<file path="config.mk">
export PLATFORM = sky130hd
export DESIGN_NAME = seg_addr_gen
export DESIGN_NICKNAME = d
export VERILOG_FILES = /design/src/rtl/seg_addr_pkg.sv /design/src/rtl/seg_addr_ctrl.sv /design/src/rtl/seg_addr_dpath.sv /design/src/rtl/seg_addr_gen.sv
export SDC_FILE = /design/constraint.sdc
export NUM_CORES = 1
export LEC_CHECK = 0
export ABC_CLOCK_PERIOD_IN_PS = 3700
export BUFFER_PORTS_ARGS = -buffer_cell sky130_fd_sc_hd__buf_2
export CAP_MARGIN = 20
export CORE_MARGIN = 5
export CORE_UTILIZATION = 56
export CTS_BUF_LIST = sky130_fd_sc_hd__clkbuf_2 sky130_fd_sc_hd__clkbuf_4 sky130_fd_sc_hd__clkbuf_8
export DETAILED_ROUTE_END_ITERATION = 8
export GPL_TIMING_DRIVEN = 0
export PLACE_DENSITY = 0.78
export SYNTH_ARGS = -nofsm -noshare
export SYNTH_HDL_FRONTEND = slang
export SYNTH_HIERARCHICAL = 1
export SYNTH_SLANG_ARGS = --single-unit
</file>
<file path="constraint.sdc">
create_clock -name clk -period 3.7 [get_ports clk]
set_clock_uncertainty 0.1 [all_clocks]
set_input_delay 0.74 -clock clk [delete_from_list [all_inputs] [get_ports clk]]
set_output_delay 0.74 -clock clk [all_outputs]
set_load 0.1 [all_outputs]
</file>
<file path="src/rtl/seg_addr_pkg.sv">
package seg_addr_pkg;
  localparam int NUM_SEG  = 6;
  localparam int SEG_BITS = 3;

  typedef enum logic [SEG_BITS-1:0] {
    SEG_CODE  = 3'd0,
    SEG_STACK = 3'd1,
    SEG_DATA  = 3'd2,
    SEG_EXTRA = 3'd3,
    SEG_AUXF  = 3'd4,
    SEG_AUXG  = 3'd5
  } segId_t;

  typedef enum logic [1:0] {
    REF_DATA  = 2'd0,
    REF_FLOW  = 2'd1,
    REF_STACK = 2'd2,
    REF_OTHER = 2'd3
  } refKind_t;

  typedef struct packed {
    logic   capture;
    logic   load;
    segId_t useSeg;
    segId_t loadSeg;
  } ctrlStrobe_t;
endpackage

</file>
<file path="src/rtl/seg_addr_ctrl.sv">
module seg_addr_ctrl
  import seg_addr_pkg::*;
(
  input  logic                reqValid,
  input  logic [1:0]          refClass,
  input  logic                ovrUse,
  input  logic [SEG_BITS-1:0] ovrSeg,
  input  logic                wrEn,
  input  logic [SEG_BITS-1:0] wrSeg,
  output ctrlStrobe_t         strobe
);
  localparam logic [SEG_BITS-1:0] SegCount = SEG_BITS'(NUM_SEG);

  segId_t implicitSeg;
  logic   ovrOk;
  logic   wrOk;

  // Reference kind picks the default segment
  always_comb begin
    unique case (refKind_t'(refClass))
      REF_FLOW:  implicitSeg = SEG_CODE;
      REF_STACK: implicitSeg = SEG_STACK;
      default:   implicitSeg = SEG_DATA;
    endcase
  end

  assign ovrOk = ovrUse && (ovrSeg < SegCount);
  assign wrOk  = wrEn && (wrSeg < SegCount);

  always_comb begin
    strobe.capture = reqValid;
    strobe.load    = wrOk;
    strobe.useSeg  = ovrOk ? segId_t'(ovrSeg) : implicitSeg;
    strobe.loadSeg = wrOk ? segId_t'(wrSeg) : SEG_CODE;
  end
endmodule

</file>
<file path="src/rtl/seg_addr_dpath.sv">
module seg_addr_dpath
  import seg_addr_pkg::*;
#(
  parameter int AW = 32,
  parameter int SW = 16,
  parameter int DW_NARROW = 8
) (
  input  logic              clk,
  input  logic              rstN,
  input  ctrlStrobe_t       strobe,
  input  logic              baseUse,
  input  logic [AW-1:0]     baseVal,
  input  logic              indexUse,
  input  logic [AW-1:0]     indexVal,
  input  logic [1:0]        scaleCode,
  input  logic [AW-1:0]     disp,
  input  logic              dispWide,
  input  logic [SW-1:0]     wrSelector,
  input  logic [AW-1:0]     wrBase,
  input  logic [AW-1:0]     wrLimit,
  output logic              outValid,
  output logic [AW-1:0]     linAddr,
  output logic              limitFault,
  output logic [SW-1:0]     segSelOut
);
  localparam int EXT_BITS = AW - DW_NARROW;

  logic [SW-1:0] selQ   [NUM_SEG];
  logic [AW-1:0] baseQ  [NUM_SEG];
  logic [AW-1:0] limitQ [NUM_SEG];

  // Descriptor caches, one per segment
  for (genvar g = 0; g < NUM_SEG; g++) begin : gSeg
    always_ff @(posedge clk or negedge rstN) begin
      if (!rstN) begin
        selQ[g]   <= '0;
        baseQ[g]  <= '0;
        limitQ[g] <= '1;
      end else if (strobe.load && (strobe.loadSeg == segId_t'(g))) begin
        selQ[g]   <= wrSelector;
        baseQ[g]  <= wrBase;
        limitQ[g] <= wrLimit;
      end
    end
  end

  logic [AW-1:0] baseTerm;
  logic [AW-1:0] idxTerm;
  logic [AW-1:0] dispTerm;
  logic [AW-1:0] offset;
  logic [AW-1:0] segBase;
  logic [AW-1:0] segLimit;
  logic [SW-1:0] segSel;

  assign baseTerm = baseUse ? baseVal : '0;
  assign idxTerm  = indexUse ? (indexVal << scaleCode) : '0;
  assign dispTerm = dispWide ? disp
                  : {{EXT_BITS{disp[DW_NARROW-1]}}, disp[DW_NARROW-1:0]};
  assign offset   = baseTerm + idxTerm + dispTerm;

  assign segBase  = baseQ[strobe.useSeg];
  assign segLimit = limitQ[strobe.useSeg];
  assign segSel   = selQ[strobe.useSeg];

  always_ff @(posedge clk or negedge rstN) begin
    if (!rstN) begin
      outValid   <= 1'b0;
      linAddr    <= '0;
      limitFault <= 1'b0;
      segSelOut  <= '0;
    end else begin
      outValid <= strobe.capture;
      if (strobe.capture) begin
        linAddr    <= segBase + offset;
        limitFault <= offset > segLimit;
        segSelOut  <= segSel;
      end
    end
  end
endmodule

</file>
<file path="src/rtl/seg_addr_gen.sv">
module seg_addr_gen
  import seg_addr_pkg::*;
#(
  parameter int AW = 32,
  parameter int SW = 16
) (
  input  logic                clk,
  input  logic                rstN,
  input  logic                reqValid,
  input  logic                baseUse,
  input  logic [AW-1:0]       baseVal,
  input  logic                indexUse,
  input  logic [AW-1:0]       indexVal,
  input  logic [1:0]          scaleCode,
  input  logic [AW-1:0]       disp,
  input  logic                dispWide,
  input  logic [1:0]          refClass,
  input  logic                ovrUse,
  input  logic [SEG_BITS-1:0] ovrSeg,
  input  logic                wrEn,
  input  logic [SEG_BITS-1:0] wrSeg,
  input  logic [SW-1:0]       wrSelector,
  input  logic [AW-1:0]       wrBase,
  input  logic [AW-1:0]       wrLimit,
  output logic                outValid,
  output logic [AW-1:0]       linAddr,
  output logic                limitFault,
  output logic [SW-1:0]       segSelOut
);
  ctrlStrobe_t strobe;

  seg_addr_ctrl uCtrl (
    .reqValid (reqValid),
    .refClass (refClass),
    .ovrUse   (ovrUse),
    .ovrSeg   (ovrSeg),
    .wrEn     (wrEn),
    .wrSeg    (wrSeg),
    .strobe   (strobe)
  );

  seg_addr_dpath #(.AW(AW), .SW(SW)) uDpath (
    .clk        (clk),
    .rstN       (rstN),
    .strobe     (strobe),
    .baseUse    (baseUse),
    .baseVal    (baseVal),
    .indexUse   (indexUse),
    .indexVal   (indexVal),
    .scaleCode  (scaleCode),
    .disp       (disp),
    .dispWide   (dispWide),
    .wrSelector (wrSelector),
    .wrBase     (wrBase),
    .wrLimit    (wrLimit),
    .outValid   (outValid),
    .linAddr    (linAddr),
    .limitFault (limitFault),
    .segSelOut  (segSelOut)
  );
endmodule

</file>
# After elaboration in Yosys (flattened, before gate mapping)
# Index checks and enable logic that the tools add are counted.
op_classes:
  add_sub_neg: 3
  n_lt_le_gt_ge: 4
  n_eq_ne: 7
  shift: 1
  mux: 15
  bitwise: 1
  reduce_logical: 9
op_table:
  columns: ["cell", "n"]
  rows:
  - ["$mux W32", 7]
  - ["$bmux W32 S3", 2]
  - ["$add A32 B32 Y32", 3]
  - ["$bmux W16 S3", 1]
  - ["$gt A32 B32 Y1", 1]
  - ["$mux W16", 2]
  - ["$shl A32 B2 Y32", 1]
  - ["$logic_and A1 B1 Y1", 8]
  - ["$eq A3 B2 Y1 const B", 2]
  - ["$eq A3 B3 Y1 const B", 2]
  - ["$lt A3 B3 Y1 const B", 2]
  - ["$mux W3", 2]
  - ["$ge A4 B4 Y1 const B", 1]
  - ["$not A3 Y4", 1]
  - ["$pmux W2 S2", 1]
  - ["$eq A3 B1 Y1 const B", 1]
  - ["$logic_not A3 Y1", 1]
  - ["$eq A2 B1 Y1 const B", 1]
  - ["$eq A2 B2 Y1 const B", 1]
totals:
  register_bits: 530
  word_cells: 62

# Logic depth before layout (Yosys ltp)
logic_depth:
  ltp_word: 8
  ltp_mapped: 29
  depth_no_buf: 27

# By module
# The synthesis kept the hierarchy.
by_module_without_submodules:
  columns: ["mod", "n_inst", "cells_per_inst", "area_each_um2", "seq_area_each_um2"]
  rows:
  - ["seg_addr_dpath", 1, 2201, 28805.1, 13503.0]
  - ["seg_addr_ctrl", 1, 16, 115.1, 0.0]

# Worst setup path before layout
# OpenSTA, ideal clock, no wires.
synth_timing:
  path_kind: "input to register"
  startpoint: "input scaleCode[0]"
  endpoint: "register uDpath.linAddr[31]"
  setup_ns: 0.126
  t_arrival_ns: 6.520
  required_ns: 3.474
  path_slack_ns: -3.047
  stages: 26
  path_buffers: 2
  cell_sequence: "clkbuf_1 > buf_1 > mux4_2 > nand2_1 > fa_1 > inv_1 > ha_1 > a21o_1 > a21o_1 > a21o_1 > a21o_1 > a21o_1 > a221oi_1 > o21ai_0 > xor2_1 > ha_1 > nand2_1 > nor4_1 > o2111ai_1 > o2111ai_1 > a31oi_2 > nor2b_1 > o21a_1 > o41ai_4 > xnor3_1 > mux2_4"
synth_between:
  elab_chain_cells: 5
synth_rtl:
  columns: ["element", "line", "text"]
  rows:
  - ["start, declared", "seg_addr_gen.sv:14", "input logic [1:0] scaleCode,"]
  - ["$shl A32 B2 Y32", "seg_addr_dpath.sv:56", "assign idxTerm = indexUse ? (indexVal << scaleCode) : '0;"]
  - ["$mux W32", "seg_addr_dpath.sv:56", null]
  - ["$add A32 B32 Y32 (2 in a row)", "seg_addr_dpath.sv:59", "assign offset = baseTerm + idxTerm + dispTerm;"]
  - ["$add A32 B32 Y32", "seg_addr_dpath.sv:74", "linAddr <= segBase + offset;"]
  - ["end signal, assigned", "seg_addr_dpath.sv:74", null]
  - ["end, declared", "seg_addr_dpath.sv:22", "output logic [AW-1:0] linAddr,"]
# No other way between the ends.
# A chain may end at the register's enable or synchronous reset.

# Final worst setup path
# Same ends and word-level chain as after synthesis.

==> key figures <==
Run status
  • Status: finished, violations left
  • Failing checks: negative setup slack

Logic synthesis
  • Top post-synthesis cells by area: dfrtp_1 29%, mux2_2 20%, dfstp_2 17%, mux4_2 8.3%, ha_1 4.1%
  • Synth warnings: 6
  • Syn_nets: between 2,000 and 3,000
  • Yosys top cell area share: 0.292
  • Post-synth top flop: dfrtp_1
  • Cells after Synth: 2,217
  • Synth Register Bits: 530
  • Asr flop ratio synth: 1.00
  • Area leader, netlist: dfrtp_1
  • Count of cell types in the netlist: 70
  • Synthesized area: 28,900 um2
  • Syn_area_per_cell: 13.0 um2
  • Number of flops mapped to enable cells by yosys: 0
  • Sequential area share after synthesis: 0.467

Cells and area
  • Reg area: between 10,000 and 15,000 um2
  • Commonest non-fill, non-tap cell in the layout: mux2_2
  • Filler cell count in the final layout: around 3,400
  • Commonest non-fill, non-tap cells in the layout: 495 x mux2_2, 338 x dfrtp_1, 242 x buf_2, 192 x dfstp_2, 115 x clkbuf_8
  • Layout cells sized above 1: 0.543
  • Fin nets: 2,941
  • Area of the multi-input gates: 15,600 um2
  • Post-layout util: 0.681
  • Syn-to-layout area delta: 20.5%

Hold path
  • Hold EP: uDpath/outValid$_DFF_PN0_
  • Worst Hold Launch: reqValid
  • Min-delay worst type: in -> reg
  • WHS Path Cells: 1

Worst setup path
  • Worst r2r dst: uDpath/linAddr[31]$_DFFE_PN0P_
  • Crit path max fanout: 5
  • Crit Reg-Reg Startpoint: uDpath/baseQ[78]$_DFFE_PN0P_
  • Worst Setup Start Kind: input port
  • CP Capture Type: flip-flop
  • Data required, critical path: 4.17 ns
  • R2r worst-path depth: 14
  • Worst Path Arrival: 6.36 ns
  • Critical path type: in -> reg
  • Flop2flop setup slack: -0.17 ns

Floorplan
  • Initial Utilization: 0.565
  • Std-Cell Rows: between 80 and 90
  • Boundary pin count: between 200 and 250
  • Die width: roughly 240 um
  • Core Area: 51,200 um2
  • Die Span Y: 237 um
  • Die Area: 56,300 um2

Clocking
  • Clock Sinks: 530
  • H-tree lvl count: 3
  • TritonCTS clock tree: done
  • Clk slew on worst S/H paths: 0.06 ns
  • Cts bufs inserted: 85
  • Skew-Pair Late Insertion Delay: 0.69 ns
  • Root buf cell: clkbuf_8
  • Clock Tree Buf Depth: 3

Global route
  • Vias in the first global route: 22,172
  • Global Route Usage Sum: 0.285
  • Initial antenna violation count: 22
  • Global-route wire length before repair: 126 mm
  • Grt total ovfl: 0
  • Pin count of the biggest net entering global routing: 138

Detailed routing
  • Avg WL per Cell: approximately 24 um
  • Detailed Routing Iterations Pass 1: 6
  • DRT Wirelength: 82.0 mm
  • Routed Antenna Nets: 0
  • Drt via density: 6.05
  • DRC violations left: 0
  • Vias: 20,469
  • Starting DRT DRC Count: ~1,200

Timing
  • Slew Limit Fails: 0
  • Slack of the critical path: -2.20 ns
  • Fin crit period: 5.90 ns
  • Final period util: 1.59
  • Setup Viol. Count Final: 27
  • Slew headroom: 0.284
  • Maximum clock rate: 0.170 GHz
  • RSZ-0062 raised after global routing: yes
  • Hold_ws: between 0.15 and 0.2 ns
  • Final Hold Fails: 0
  • Worst slew pin tran: 1.07 ns

Power and ir drop
  • Power Density: 683 nW/um2
  • Lkg Pwr: about 15 nW
  • Maximum vdd drop: 471 uV

Flow run
  • Max cap viols: 0

Place
  • Gpl congestion: 0.938
  • Number of port buffers: 240
  • Dpl hpwl: a little under 60 mm
==> synth_stat cells, types with 13 or more instances <==
| cell | n |
|---|---|
| mux4_2 | 106 |
| inv_1 | 77 |
| nand2_1 | 117 |
| clkbuf_1 | 101 |
| nor2_1 | 85 |
| fa_1 | 33 |
| a21oi_1 | 98 |
| dfstp_2 | 192 |
| xor2_1 | 15 |
| xnor2_1 | 33 |
| a21o_1 | 46 |
| mux2i_1 | 82 |
| o21ai_0 | 50 |
| dfrtp_1 | 338 |
| mux2_2 | 502 |
| o21a_1 | 29 |
| nand3_1 | 13 |
| buf_1 | 20 |
| a211o_1 | 16 |
| nor3_1 | 13 |
| ha_1 | 94 |
==> layer usage <==
metal  global-route usage  share of wire
met1                0.365           0.40
met2                0.464           0.48
met3               0.0624          0.068
met4                0.138          0.048
met5                    0         0.0013
==> critical path, cell delays in order <==
cell and delay [ns]:
clkbuf_16 0.11, clkbuf_16 0.13, buf_4 0.10, mux4_2 0.49
nand2_1 0.11, fa_1 0.42, inv_1 0.07, ha_2 0.32
a21o_1 0.18, a21o_1 0.16, a21o_1 0.16, a21oi_1 0.17
o211ai_1 0.17, a21o_1 0.26, a21oi_1 0.25, xnor2_2 0.15
ha_1 0.40, a21o_1 0.22, a21oi_2 0.18, o211a_1 0.17
o2111ai_2 0.15, a31oi_2 0.19, nor2b_1 0.07, o21a_1 0.22
o41ai_4 0.23, xnor3_1 0.26, mux2_4 0.26
==> report_power, final <==
group,total (W),internal (W),switching [W]
Combinational,0.0101,0.00428,0.00579
Clock,0.00552,0.00318,0.00234
Sequential,0.00822,0.00748,0.000737
Total,0.0238,0.0149,0.00887
==> registers in the layout (all words and copies together) (netlist names) <==
signal	count
uDpath/baseQ	192
uDpath/limitFault	1
uDpath/limitQ	192
uDpath/linAddr	32
uDpath/outValid	1
uDpath/segSelOut	16
uDpath/selQ	96
==> layout make-up <==
class | count | share of cell area
well taps | 680 | 0.0244
clock inverters | 11 | 0.00388
diodes | 13 | 0.000933
multi-input cells | 1482 | 0.448
repair buffers | 320 | 0.0562
plain buffers | 123 | 0.0193
flip-flops and latches | 530 | 0.387
inverters | 78 | 0.00843
clock buffers | 144 | 0.0511
==> metrics by stage <==
stage | instance area (um2) | TNS [ns] | instances | setup slack [ns] | power [W]
after detailed placement | 31400 | -67.21 | 3144 | -3.30 | 0.0168
final | 34900 | -39.32 | 3381 | -2.20 | 0.0238
after floorplan | 29200 | -39.14 | 2217 | -2.31 | 0.0146
after CTS | 34300 | -34.20 | 3344 | -2.02 | 0.0232
after global routing | 34900 | -43.90 | 3378 | -2.39 | 0.0249
after global placement | 31200 | -3838.20 | 3137 | -8.17 | 0.0164
==> cell families (layout without fill, tap and decap cells) <==
family,Yosys count,in the layout,synth area share
other,0,13,0
DFF,530,530,0.467
buffers and inverters,205,676,0.0270
adders and majority gates,127,127,0.0635
and+or+nand+nor,290,290,0.0451
AOI/OAI and AO/OA,324,324,0.0747
muxes,692,692,0.307
xor gates and xnor gates,49,49,0.0153
==> what timing repair did <==
action	4_1_cts	5_1_grt
resized for setup	111	78
setup endpoints to repair	30	27
hold buffers	1	0
buffers inserted	49	28
hold endpoints to repair	40	0
pin swaps	40	44
==> worst max path at each step <==
stage                                endpoint  cells past startpoint  slack (ns)          from
2_1_floorplan  uDpath/linAddr[31]$_DFFE_PN0P_                     28       -2.31  scaleCode[0]
3_3_place_gp      uDpath/selQ[54]$_DFFE_PN0P_                      1       -8.17          rstN
3_5_place_dp   uDpath/linAddr[23]$_DFFE_PN0P_                     28       -3.30  scaleCode[1]
4_1_cts        uDpath/linAddr[31]$_DFFE_PN0P_                     28       -2.02  scaleCode[0]
5_1_grt        uDpath/linAddr[31]$_DFFE_PN0P_                     27       -2.39  scaleCode[0]
6_report       uDpath/linAddr[31]$_DFFE_PN0P_                     27       -2.20  scaleCode[0]
No activity file was read; power rests on OpenSTA's default activity.
